<file path="config.mk">
export PLATFORM = sky130hd
export DESIGN_NAME = sdi_rx
export DESIGN_NICKNAME = d
export VERILOG_FILES = /design/src/rtl/sdi_rx_pkg.sv /design/src/rtl/sdi_rx_sync.sv /design/src/rtl/sdi_rx_edge.sv /design/src/rtl/sdi_rx_asm.sv /design/src/rtl/sdi_rx.sv
export SDC_FILE = /design/constraint.sdc
export NUM_CORES = 1
export LEC_CHECK = 0
export ABC_AREA = 1
export CAP_MARGIN = 40
export CORE_MARGIN = 5
export CORE_UTILIZATION = 57
export DETAILED_ROUTE_END_ITERATION = 7
export PLACE_DENSITY = 0.82
export SLEW_MARGIN = 20
export SYNTH_ARGS = -nofsm -noshare
export SYNTH_HDL_FRONTEND = slang
export SYNTH_SLANG_ARGS = --single-unit
</file>
<file path="constraint.sdc">
create_clock -name clk_i -period 3.2 [get_ports clk_i]
set_input_delay 0.8 -clock clk_i [delete_from_list [all_inputs] [get_ports clk_i]]
set_output_delay 0.8 -clock clk_i [all_outputs]
set_load 0.03 [all_outputs]
</file>
<file path="src/rtl/sdi_rx_pkg.sv">
package sdi_rx_pkg;
  typedef struct packed {
    logic share;
    logic native;
    logic lsb_first;
    logic fall_edge;
  } mode_t;

  localparam mode_t MODE_RST = '{share: 1'b0, native: 1'b1, lsb_first: 1'b0, fall_edge: 1'b0};
endpackage

</file>
<file path="src/rtl/sdi_rx_sync.sv">
module sdi_rx_sync #(
  parameter int         W       = 1,
  parameter int         STAGES  = 2,
  parameter logic [W-1:0] RST_VAL = '0
) (
  input  logic         clk_i,
  input  logic         rst_ni,
  input  logic [W-1:0] d_i,
  output logic [W-1:0] q_o
);
  logic [W-1:0] st_q [STAGES];

  always_ff @(posedge clk_i or negedge rst_ni) begin
    if (!rst_ni) begin
      for (int i = 0; i < STAGES; i++) st_q[i] <= RST_VAL;
    end else begin
      st_q[0] <= d_i;
      for (int i = 1; i < STAGES; i++) st_q[i] <= st_q[i-1];
    end
  end

  assign q_o = st_q[STAGES-1];
endmodule

</file>
<file path="src/rtl/sdi_rx_edge.sv">
module sdi_rx_edge (
  input  logic clk_i,
  input  logic rst_ni,
  input  logic sclk_s_i,
  input  logic fall_edge_i,
  input  logic sel_act_i,
  output logic bit_stb_o
);
  logic sclk_d_q;
  logic rise, fall;

  always_ff @(posedge clk_i or negedge rst_ni) begin
    if (!rst_ni) sclk_d_q <= 1'b0;
    else         sclk_d_q <= sclk_s_i;
  end

  assign rise      = sclk_s_i & ~sclk_d_q;
  assign fall      = ~sclk_s_i & sclk_d_q;
  assign bit_stb_o = sel_act_i & (fall_edge_i ? fall : rise);
endmodule

</file>
<file path="src/rtl/sdi_rx_asm.sv">
module sdi_rx_asm
  import sdi_rx_pkg::*;
#(
  parameter int DW = 8
) (
  input  logic          clk_i,
  input  logic          rst_ni,
  input  logic          bit_stb_i,
  input  logic          bit_i,
  input  logic          sel_act_i,
  input  mode_t         mode_i,
  output mode_t         mode_o,
  output logic          cnt_zero_o,
  output logic [DW-1:0] data_o,
  output logic          valid_o
);
  localparam int            CW   = (DW > 1) ? $clog2(DW) : 1;
  localparam logic [CW-1:0] LAST = CW'(DW - 1);

  logic [CW-1:0] cnt_q;
  logic [DW-1:0] sh_q, sh_nx, data_q;
  logic          valid_q;
  mode_t         mode_q;

  // shift direction picked by the mode latched for this byte
  assign sh_nx = mode_q.lsb_first ? {bit_i, sh_q[DW-1:1]} : {sh_q[DW-2:0], bit_i};

  always_ff @(posedge clk_i or negedge rst_ni) begin
    if (!rst_ni) begin
      cnt_q   <= '0;
      sh_q    <= '0;
      data_q  <= '0;
      valid_q <= 1'b0;
      mode_q  <= MODE_RST;
    end else begin
      valid_q <= 1'b0;
      if (!sel_act_i) begin
        cnt_q <= '0;
      end else if (bit_stb_i) begin
        sh_q <= sh_nx;
        if (cnt_q == LAST) begin
          cnt_q   <= '0;
          data_q  <= sh_nx;
          valid_q <= 1'b1;
        end else begin
          cnt_q <= cnt_q + 1'b1;
        end
      end
      // modes only move between bytes
      if (cnt_q == '0 && !bit_stb_i) mode_q <= mode_i;
    end
  end

  assign mode_o     = mode_q;
  assign cnt_zero_o = (cnt_q == '0);
  assign data_o     = data_q;
  assign valid_o    = valid_q;
endmodule

</file>
<file path="src/rtl/sdi_rx.sv">
module sdi_rx
  import sdi_rx_pkg::*;
#(
  parameter int DW          = 8,
  parameter int SYNC_STAGES = 2
) (
  input  logic          clk_i,
  input  logic          rst_ni,
  input  logic          sclk_i,
  input  logic          sdata_i,
  input  logic          dcs_ni,
  input  logic          ccs_ni,
  input  logic          fall_edge_i,
  input  logic          lsb_first_i,
  input  logic          share_i,
  input  logic          native_i,
  output logic [DW-1:0] data_o,
  output logic          valid_o
);
  logic  sclk_s, sdata_s, dcs_s, ccs_s;
  logic  sel_act, bit_stb, cnt_zero, shared;
  mode_t mode_in, mode_q;

  sdi_rx_sync #(.W(4), .STAGES(SYNC_STAGES), .RST_VAL(4'b0011)) u_sync (
    .clk_i  (clk_i),
    .rst_ni (rst_ni),
    .d_i    ({sclk_i, sdata_i, dcs_ni, ccs_ni}),
    .q_o    ({sclk_s, sdata_s, dcs_s, ccs_s})
  );

  assign mode_in = '{share: share_i, native: native_i, lsb_first: lsb_first_i, fall_edge: fall_edge_i};
  assign shared  = mode_q.share & mode_q.native;
  // shared: listen while the command select is idle
  assign sel_act = shared ? ccs_s : ~dcs_s;

  sdi_rx_edge u_edge (
    .clk_i       (clk_i),
    .rst_ni      (rst_ni),
    .sclk_s_i    (sclk_s),
    .fall_edge_i (mode_q.fall_edge),
    .sel_act_i   (sel_act),
    .bit_stb_o   (bit_stb)
  );

  sdi_rx_asm #(.DW(DW)) u_asm (
    .clk_i      (clk_i),
    .rst_ni     (rst_ni),
    .bit_stb_i  (bit_stb),
    .bit_i      (sdata_s),
    .sel_act_i  (sel_act),
    .mode_i     (mode_in),
    .mode_o     (mode_q),
    .cnt_zero_o (cnt_zero),
    .data_o     (data_o),
    .valid_o    (valid_o)
  );
endmodule

</file>
# After elaboration in Yosys (flattened, before gate mapping)
# Index checks and enable logic that the tools add are counted.
totals:
  ff_bits: 33
  input_bits: 10
op_classes:
  addsub: 1
  reduce_logical: 5
  bitwise_logic: 7
  eq_ne: 2
  n_mux: 9
op_table:
  columns: ["op", "count"]
  rows:
  - ["$mux W3", 3]
  - ["$mux W8", 1]
  - ["$mux W1", 5]
  - ["$and A1 B1 Y1", 4]
  - ["$add A3 B1 Y3 const B", 1]
  - ["$eq A3 B3 Y1 const B", 1]
  - ["$logic_not A3 Y1", 1]
  - ["$not A1 Y1", 3]
  - ["$reduce_and A3 Y1", 1]
  - ["$ne A2 B1 Y1 const B", 1]
  - ["$reduce_and A2 Y1", 1]
  - ["$logic_and A1 B1 Y1", 1]
  - ["$logic_not A1 Y1", 1]

# Logic depth before layout (Yosys ltp)
# Gate-level depths: netlist (run 1).
logic_depth:
  depth_word: 6
  mapped_depth: 8
  mapped_depth_nobuf: 8

# Cells and area by module
# From an unflattened synthesis (run 1), not the netlist that was laid out.
hier_totals:
  cells_unflattened: 160
  hier_area_um2: 1402.6
by_module_without_submodules:
  columns: ["module", "area_each_um2", "seq_area_each_um2", "cells_per_inst", "instances"]
  rows:
  - ["sdi_rx_asm", 1092.3, 601.8, 134, 1]
  - ["sdi_rx_sync", 235.2, 205.2, 12, 1]
  - ["sdi_rx_edge", 55.1, 25.0, 9, 1]
  - ["sdi_rx", 20.0, 0.0, 5, 1]

# Worst setup path after synthesis (run 1)
# No wires, ideal clock.
synth_timing:
  path_kind: "register -> output"
  startpoint: "register u_asm.data_q[0], in the netlist u_asm.data_o[0]"
  endpoint: "output data_o[0]"
  path_slack_ns: 1.918
  path_stages_with_launch: 1
  t_arrival_ns: 0.482
  required_ns: 2.400
  n_path_buf: 0
  cell_sequence: "dfrtp_1"
synth_rtl:
  columns: ["element", "line_no", "rtl"]
  rows:
  - ["start: declaration", "sdi_rx_asm.sv:21", "logic [DW-1:0] sh_q, sh_nx, data_q;"]
  - ["start signal: assignment", "sdi_rx_asm.sv:43", "data_q <= sh_nx;"]
  - ["end: declaration", "sdi_rx.sv:17", "output logic [DW-1:0] data_o,"]
# No word-level cell between the ends.

# Worst setup path after layout (run 1)
layout_timing:
  startpoint: "register u_asm.data_q[6], in the netlist u_asm.data_o[6]"
  endpoint: "output data_o[6]"
# No word-level cell between the ends.

==> results of run 1 <==
-- report_power, final --
| group | switching, mW | internal, mW |
|---|---|---|
| clock | 0.137 | 0.127 |
| combinational | 0.214 | 0.109 |
| sequential | 0.0736 | 0.503 |
-- state kept, by name (all words and copies together) (netlist names) --
signal,count
u_sync.st_q,4
u_asm.valid_o,1
u_asm.data_o,8
u_sync.q_o,4
u_asm.sh_q,8
u_asm.mode_o,4
u_edge.sclk_d_q,1
u_asm.cnt_q,3
-- layer usage --
layer / up-vias / global-route usage [%] / share of wire, %
met3: 5 / 6.383 / 5.6
met2: 20 / 24.73 / 48
li1: 523 / - / -
met5: - / 0 / 0
met4: 0 / 6.502 / 1.2
met1: 471 / 21.54 / 45
-- layout by cell type, fill, tap and decap left out --
cell             instances
nor2_8                   1
inv_1                   16
clkbuf_8                 2
dfrtp_1                 28
o21ai_0                 13
nand2_1                 53
nand2_4                  3
dfstp_2                  5
nor2_1                   3
clkinv_2                 1
clkdlybuf4s50_1         18
a21oi_1                  1
nand2_2                  2
buf_4                    1
inv_2                    1
nand4_2                  1
nand3_1                  7
ha_1                     3
nand3_2                  8
clkbuf_4                 5
o21ai_2                  3
-- cells by family (layout without fill, tap and decap cells) --
group / after synthesis / after routing / synth area share, %
AND/OR/NAND/NOR: 78 / 78 / 27.35
flip-flops: 33 / 33 / 56.31
buffers and inverters: 21 / 44 / 7.282
AO/OA/AOI/OAI: 17 / 17 / 6.520
adder cells (fa/ha/maj): 3 / 3 / 2.540
-- cell type report --
class / instances / area (sq um) / area share [%]
multi-input cells: 98 / 538.0 / 31.11
repair buffers: 19 / 187.7 / 10.85
flip-flops and latches: 33 / 832.0 / 48.12
clock buffers: 7 / 65.06 / 3.763
clock inverters: 1 / 5.005 / 0.2894
well taps: 30 / 37.54 / 2.171
inverters: 17 / 63.81 / 3.690
-- final timing paths --
kind                                    to  slack, ns  cells past startpoint
setup / recovery                 data_o[6]       1.03                      1
max in group asynchronous    u_sync.q_o[1]       2.01                      2
setup reg to reg           u_asm.data_o[3]       1.48                      5
hold / removal               u_sync.q_o[1]       0.36                      0
hold reg to reg              u_sync.q_o[1]       0.36                      0
min in group asynchronous  u_edge.sclk_d_q       0.84                      2
-- through the flow --
stage               hold slack (ns)  setup WS, ns  util (%)
finish                       0.3614         1.032     69.80
global placement             0.3322         1.413     66.97
global route                 0.3702        0.9692     69.80
detailed placement           0.3458         1.394     66.97
CTS                          0.3629         1.013     69.80
floorplan                    0.3312         1.918         -
==> results.md, run 1 <==
- Status: finished, final reports clean
- Yosys reg bits: 33
- All-Layer GR Usage: 16.47%
- Area delta synth->final: 17.02%
- Launch point of the worst reg-to-reg path: u_asm.cnt_q[0]
- TNS Setup: 0 ns
- Post-synth EDFFs: 0
- Min-delay src: u_sync.st_q[5]
- Gpl congestion: 0.7814
- Final hold violation count: 0
- Worst-path clk slew: 0.10 ns
- Hold-fix buffers, CTS: 0
- Critical-path cell list: clkdlybuf4s50_1
- Die ar.: 3711 sq um
- Area of the mapped netlist: 1478 sq um
- Max-cap viol count: 0
- Async set or reset register ratio after synthesis: 100.0%
- Leakage: 0.8631 nW
- Worst path max stage delay: 0.67 ns
- Htree depth: 2
- Total power: 1.164 mW
- Syn nets: 165
- Core ar.: 2477 sq um
- Slew Viols, Final: 0
- Die Y: 60.92 microns
- Synth Warn #: 0
- Via density per instance: 4.971
- Drt pass-1 iters: 4
- Setup bufs post-CTS: 0
- Hold WC Path Type: reg -> reg
- Post-Place Cells: 197
- Largest net degree at the start of global routing: 34
- CTS tree: done
- Fmax: 461.3 MHz
- Largest delay share family, worst path: buffers and inverters
- WS Path Type: reg -> out
- I/O Buffers: 18
- Number of distinct library cells after synthesis: 20
- Critical path endpoint category: primary output
- Root buffer cell: clkbuf_4
- First-pass GRT wire length: 4.340 mm
- Worst skew pair latency: 0.34 ns
- Post-synth top cells: nand2_1, dfrtp_1, inv_1
- Sink Count: 33
- Die width: 60.92 microns
- Synth top area share: 47.42%
- Final HPWL from detailed placement: 1.810 mm
- Final Skew: 0.008361 ns
- Num rows: 18
- Initial Util: 59.65%
- Total CTS buffers: 5
- DRT iter0 DRCs: 39
- Worst path arrival time: 1.37 ns
- Cell taking the most area after synthesis: dfrtp_1
- Slew @ Worst Pin: 0.5435 ns
- # IOs: 19
- Dominant cell by count in the synthesized netlist: nand2_1
- Final period util: 67.74%
- Main synth FF type: dfrtp_1
- Seq/Total Area, Yosys: 56.31%
- Final antenna-violating net count: 0
- GRT overflow: 0
- Pwr Density: 673.3 nW/um^2
- Final setup viols: 0
- Cts repair resizes: 0
- Antenna violations before repair: 0
- Cell count after synthesis: 152
- # fillers: 198
- Number of global-route vias before repair: 985
- Syn avg cell area: 9.721 sq um
- Maximum vdd drop: 0.0005385 V
- Unrepaired setup endpoints after global routing: no
- Design Area, Final: 1729 sq um
- CP Max Fanout: 2
- Routed via count: 1019
- Nets: 187
- Crit path max-delay cell type: clkdlybuf4s50_1
- Fin cells: 205
- Post-DP Area: 1659 sq um
- Startpoint types: flip-flop
- Min Tclk post-route: 2.168 ns
- Top cells by area, synth: dfrtp_1, nand2_1, dfstp_2, nand3_2, o21ai_0
- Critical path launch point: u_asm.data_o[6]
- Routed WL: 2.493 mm
- DRC errors left: 0
- Slew headroom: 63.77%
- Worst endpoint required time: 2.40 ns
- Mean routed wirelength per cell: 12.16 microns
- CP bufs+invs: 1
- CTS Buffer Depth: 2
- Layout cells sized above 1: 18.86%
- ANT cells: 0
Power figures use the tool's default switching activity.
==> inputs of run 2 (changes only) <==
CORE_UTILIZATION = 48   (was 57)
PLACE_DENSITY = 0.74   (was 0.82)
clock period = 1.8 ns   (was 3.2 ns; I/O delays follow)
==> run 2 against run 1 <==
Clock skew fell by 0.0053 ns; sequential power rose by 77%; first-iteration DRC count rose by 26%; highest routed layer unchanged; critical path type unchanged; core utilization fell by 11 points; global-route usage fell by 1.8 points; sequential share of layout area fell by 0.62 points; wire length rose by 4.6%; register-to-register slack got worse by 1.1 ns; design area rose by 1.3%; critical path depth did not move; clock power rose by 120%.
==> results.md, run 2 (same netlist as run 1, synthesis figures left out) <==
- Status: finished, final reports clean
- Final antenna-violating net count: 0
- Worst path max stage delay: 0.41 ns
- Sequential Power Share: 46.6%
- Num rows: 20
- First-pass GRT wire length: 4.809 mm
- Max-cap viol count: 0
- Sink Count: 33
- Unrepaired setup endpoints after global routing: no
- Setup bufs post-CTS: 0
- DRC errors left: 0
- FF-to-FF End: u_asm.sh_q[3]
- Worst skew pair latency: 0.32 ns
- Post-DP Area: 1670 sq um
- Crit path max-delay cell type: dlygate4sd2_1
- Root buffer cell: clkbuf_4
- Core ar.: 3003 sq um
- Via density per instance: 5.000
- Largest net degree at the start of global routing: 34
- Hold-fix buffers, CTS: 0
- Die ar.: 4288 sq um
- Critical path launch point: u_asm.data_o[3]
- CTS tree: done
- GRT overflow: 0
- Fmax: 649.9 MHz
- Design Area, Final: 1752 sq um
- # IOs: 19
- Worst endpoint required time: 1.35 ns
- Slew headroom: 70.21%
- Drt pass-1 iters: 4
- Final Skew: 0.003026 ns
- DRT iter0 DRCs: 49
- Clk pwr share: 26.5%
- Core Util, Final: 58.33%
- Net Sw Frac: 35.30%
- Int Power: 1.419 mW
- Cts repair resizes: 8
- TNS Setup: 0 ns
- Nets: 188
- WS Path Type: reg -> out
- Leakage: 0.9294 nW
- Routed via count: 1045
- P_sw: 0.7743 mW
- Routed WL: 2.608 mm
- Maximum vdd drop: 0.0007650 V
- Total CTS buffers: 5
- Htree depth: 2
- CP bufs+invs: 1
- Startpoint types: flip-flop
- Min Tclk post-route: 1.539 ns
- Critical path endpoint category: primary output
- Largest delay share family, worst path: buffers and inverters
- Critical-path cell list: dlygate4sd2_1
- Slew @ Worst Pin: 0.4469 ns
- Commonest non-fill, non-tap cell in the layout: nand2_1
- Mean routed wirelength per cell: 12.48 microns
- Worst-path clk slew: 0.10 ns
- Reg2reg setup slack: 0.38 ns
- Die width: 65.49 microns
- Layout cells sized above 1: 19.32%
- Register-to-Register Path Depth: 6
- Pwr Density: 1252 nW/um^2
- Number of global-route vias before repair: 1114
- Worst path arrival time: 1.09 ns
- Area delta synth->final: 18.54%
- Gpl congestion: 0.7265
- All-Layer GR Usage: 14.67%
- I/O Buffers: 18
- Final HPWL from detailed placement: 1.870 mm
- ANT cells: 0
- Commonest cells after routing, fill and taps aside: nand2_1, dfrtp_1, inv_1
- Critical path endpoint: data_o[3]
- Hold WC Path Type: reg -> reg
- Final period util: 85.49%
- Critical path depth in cells: 1
- Comb pwr share: 26.9%
- CP Max Fanout: 2
- Antenna violations before repair: 0
- Fin Hold WS: 0.3621 ns
- Launch point of the worst reg-to-reg path: u_asm.mode_o[2]
- Slew Viols, Final: 0
- Final hold violation count: 0
- Initial Util: 49.21%
- Final setup viols: 0
- CTS Buffer Depth: 2
- Die Y: 65.49 microns
-- run 2: cell types whose count changed in the layout (fill, tap and decap cells not counted), sizes merged --
cell	before	now
clkdlybuf4s50	18	9
dlygate4sd2	0	8
dlymetal6s2s	0	1
clkbuf	7	6
bufinv	0	1
clkinvlp	0	1
buf	1	2
clkinv	1	0
-- run 2: worst min path at each step --
stage	depth (start not counted)	startpoint	to	slack (ns)
2_1_floorplan	0	rst_ni	u_asm.cnt_q[0]	0.15
3_3_place_gp	0	u_sync.st_q[6]	u_sync.q_o[2]	0.33
3_5_place_dp	0	u_sync.st_q[7]	u_sync.q_o[3]	0.34
4_1_cts	0	u_sync.st_q[5]	u_sync.q_o[1]	0.36
5_1_grt	0	u_sync.st_q[4]	u_sync.q_o[0]	0.37
6_report	0	u_sync.st_q[5]	u_sync.q_o[1]	0.36
-- run 2: metal layers --
metal / global-route usage, % / wire (microns) / up-vias
met5: 0 / 0 / -
met1: 18.22 / 1163 / 507
met3: 3.590 / 55 / 5
li1: - / - / 523
met2: 24.65 / 1342 / 10
met4: 5.440 / 46 / 0
-- run 2: area by class of cell --
cell class,count,area (sq um)
clock inverters,2,37.54
clock buffers,6,51.30
multi-input cells,98,538.0
inverters,17,63.81
well taps,33,41.29
fillers,259,1251
flip-flops and latches,33,832.0
repair buffers,20,187.7
-- run 2: stage by stage --
step	cells	total power, mW	setup WS, ns
CTS	209	2.209	0.02100
detailed placement	201	1.623	0.3402
floorplan	152	1.499	0.5583
global route	209	2.348	0.1857
global placement	201	1.580	0.3510
finish	209	2.194	0.2612
-- run 2: worst register-to-register path: stages, from the launching register on --
cell     delay (ns)
dfstp_2        0.58
nand2_1        0.08
nand2_2        0.08
nand2_4        0.07
nor2_8         0.35
nand2_1        0.13
o21ai_2        0.07
-- run 2: power groups by stage --
stage	Clock, mW	Combinational, mW	Sequential, mW
floorplan	0	0.516	0.983
global placement	0	0.557	1.02
detailed placement	0	0.589	1.03
CTS	0.591	0.598	1.02
global route	0.633	0.671	1.04
finish	0.581	0.590	1.02
==> inputs of run 3 (changes only) <==
SYNTH_HIERARCHICAL = 1   (was unset)
==> run 3 against run 2 <==
Non-clock buffer count rose by 1; via count is 0.29% higher; highest routed layer unchanged; combinational power hardly changed; global-route usage grew 0.40 points; largest cell class unchanged.
==> results.md, run 3 <==
- Fmax: 601.2 MHz
- Crit path max-delay cell type: dfstp_2
- Most used cell, CP: nand2_1
- CP bufs+invs: 1
- Place WS: 0.05647 ns
- Die Y: 63.91 microns
- First-pass GRT wire length: 4.830 mm
- P_sw: 0.7202 mW
- GRT overflow: 0
- Slew Viols, Final: 0
- Area delta synth->final: 17.40%
- CTS tree: done
- Net Sw Frac: 35.90%
- Drt pass-1 iters: 4
- Worst-path clk slew: 0.10 ns
- All-Layer GR Usage: 15.07%
- Largest net degree at the start of global routing: 34
- Layout cells sized above 1: 10.00%
- Core ar.: 2781 sq um
- Via density per instance: 4.967
- Design Area, Final: 1638 sq um
- Routed WL: 2.597 mm
- Worst path max stage delay: 0.55 ns
- Int Power: 1.286 mW
- Gpl congestion: 0.9340
- DRT iter0 DRCs: 55
- Final Skew: 0.008712 ns
- Commonest cells after routing, fill and taps aside: nand2_1, dfrtp_1, inv_1, clkdlybuf4s50_1, dlygate4sd2_1
- Hold-fix buffers, CTS: 0
- Sink Count: 33
- Synth Warn #: 6
- WS Path Type: reg -> reg
- Sequential Power Share: 50.0%
- DRC errors left: 0
- Critical-path cell list: nand2_1 > nand2_1 > nand2_1 > nand2_1 > nor2_2 > nand2_2 > clkinvlp_4 > nand2_1 > o21ai_0
- Total CTS buffers: 5
- Root buffer cell: clkbuf_4
- # IOs: 19
- Htree depth: 2
- Max-cap viol count: 0
- Core Util, Final: 58.88%
- Commonest non-fill, non-tap cell in the layout: nand2_1
- Worst path arrival time: 1.87 ns
- Startpoint types: flip-flop
- Mean routed wirelength per cell: 12.31 microns
- Hold Path Cell Cnt: 0
- Pwr Density: 1225 nW/um^2
- Cell count after synthesis: 158
- I/O Buffers: 18
- Register-to-Register Path Depth: 9
- Nets: 193
- Die ar.: 4084 sq um
- Largest delay share family, worst path: simple AND/OR/NAND/NOR gates
- Worst skew pair latency: 0.33 ns
- TNS Setup: 0 ns
- Slew headroom: 72.39%
- CTS Buffer Depth: 2
- Syn avg cell area: 8.830 sq um
- Final setup viols: 0
- Status: finished, final reports clean
- Min Tclk post-route: 1.663 ns
- Area of the mapped netlist: 1395 sq um
- Antenna violations before repair: 0
- Worst setup slack after layout: 0.1367 ns
- Maximum vdd drop: 0.0007130 V
- Slew @ Worst Pin: 0.4142 ns
- Final hold violation count: 0
- CP Max Fanout: 10
- Initial Util: 50.16%
- Routed via count: 1048
- Syn nets: 171
- Leakage: 0.9513 nW
- Final antenna-violating net count: 0
- Critical path endpoint category: flip-flop
- Critical path depth in cells: 9
- Worst endpoint required time: 2.01 ns
- Hold WC Path Type: reg -> reg
- Unrepaired setup endpoints after global routing: no
- Number of global-route vias before repair: 1047
- ANT cells: 0
- Final period util: 92.41%
- Num rows: 19
- Clk pwr share: 20.6%
- Die width: 63.91 microns
- Comb pwr share: 29.4%
- Post-DP Area: 1584 sq um
- Final HPWL from detailed placement: 1.831 mm
## run 3: worst register-to-register path: stages, from the launching register on
cell and delay, ns:
dfstp_2 0.55, nand2_1 0.05, nand2_1 0.05, nand2_1 0.13
nand2_1 0.12, nor2_2 0.06, nand2_2 0.17, clkinvlp_4 0.24
nand2_1 0.11, o21ai_0 0.08
## run 3: power by group through the flow
stage	clock, mW	sequential, mW	combinational [mW]
finish	0.413	1.00	0.590
global route	0.469	1.03	0.684
CTS	0.425	1.00	0.578
detailed placement	0	1.01	0.575
global placement	0	1.01	0.567
floorplan	0	0.985	0.450
## run 3: final timing paths
check / startpoint / to / slack [ns]
max in group asynchronous: rst_ni / u_sync/st_q[5] / 0.94
worst min-delay path: u_sync/st_q[7] / u_sync/q_o[3] / 0.36
worst max register to register: u_asm/mode_o[2] / u_asm/cnt_q[2] / 0.14
worst max-delay path: u_asm/mode_o[2] / u_asm/cnt_q[2] / 0.14
worst min register to register: u_sync/st_q[7] / u_sync/q_o[3] / 0.36
min in group asynchronous: rst_ni / u_asm/data_o[7] / 0.52
## run 3: metal layers
layer	GRT usage [%]	part of all wire, %	up-vias
li1	-	-	520
met5	0	0	-
met2	20.98	44	33
met1	20.47	47	489
met3	4.729	7.0	6
met4	8.831	1.8	0
## run 3: final cells by class
type / count / area, sq um
Clock buffer: 7 / 55.05
Multi-Input combinational cell: 109 / 475.5
Inverter: 10 / 41.29
Tap cell: 31 / 38.79
Fill cell: 242 / 1144
Sequential cell: 33 / 832.0
Timing Repair Buffer: 21 / 195.2
## run 3: through the flow
| step | hold WS (ns) | instances | power, mW |
|---|---|---|---|
| finish | 0.3568 | 211 | 2.006 |
| global route | 0.3639 | 211 | 2.179 |
| CTS | 0.3580 | 211 | 2.004 |
| detailed placement | 0.3364 | 204 | 1.588 |
| global placement | 0.3400 | 204 | 1.574 |
| floorplan | 0.1544 | 158 | 1.435 |
## run 3: timing repair
item	4_1_cts	5_1_grt
buffers inserted	0	0
hold endpoints to repair	0	0
gates resized for setup	8	3
endpoints found under the setup margin	8	17
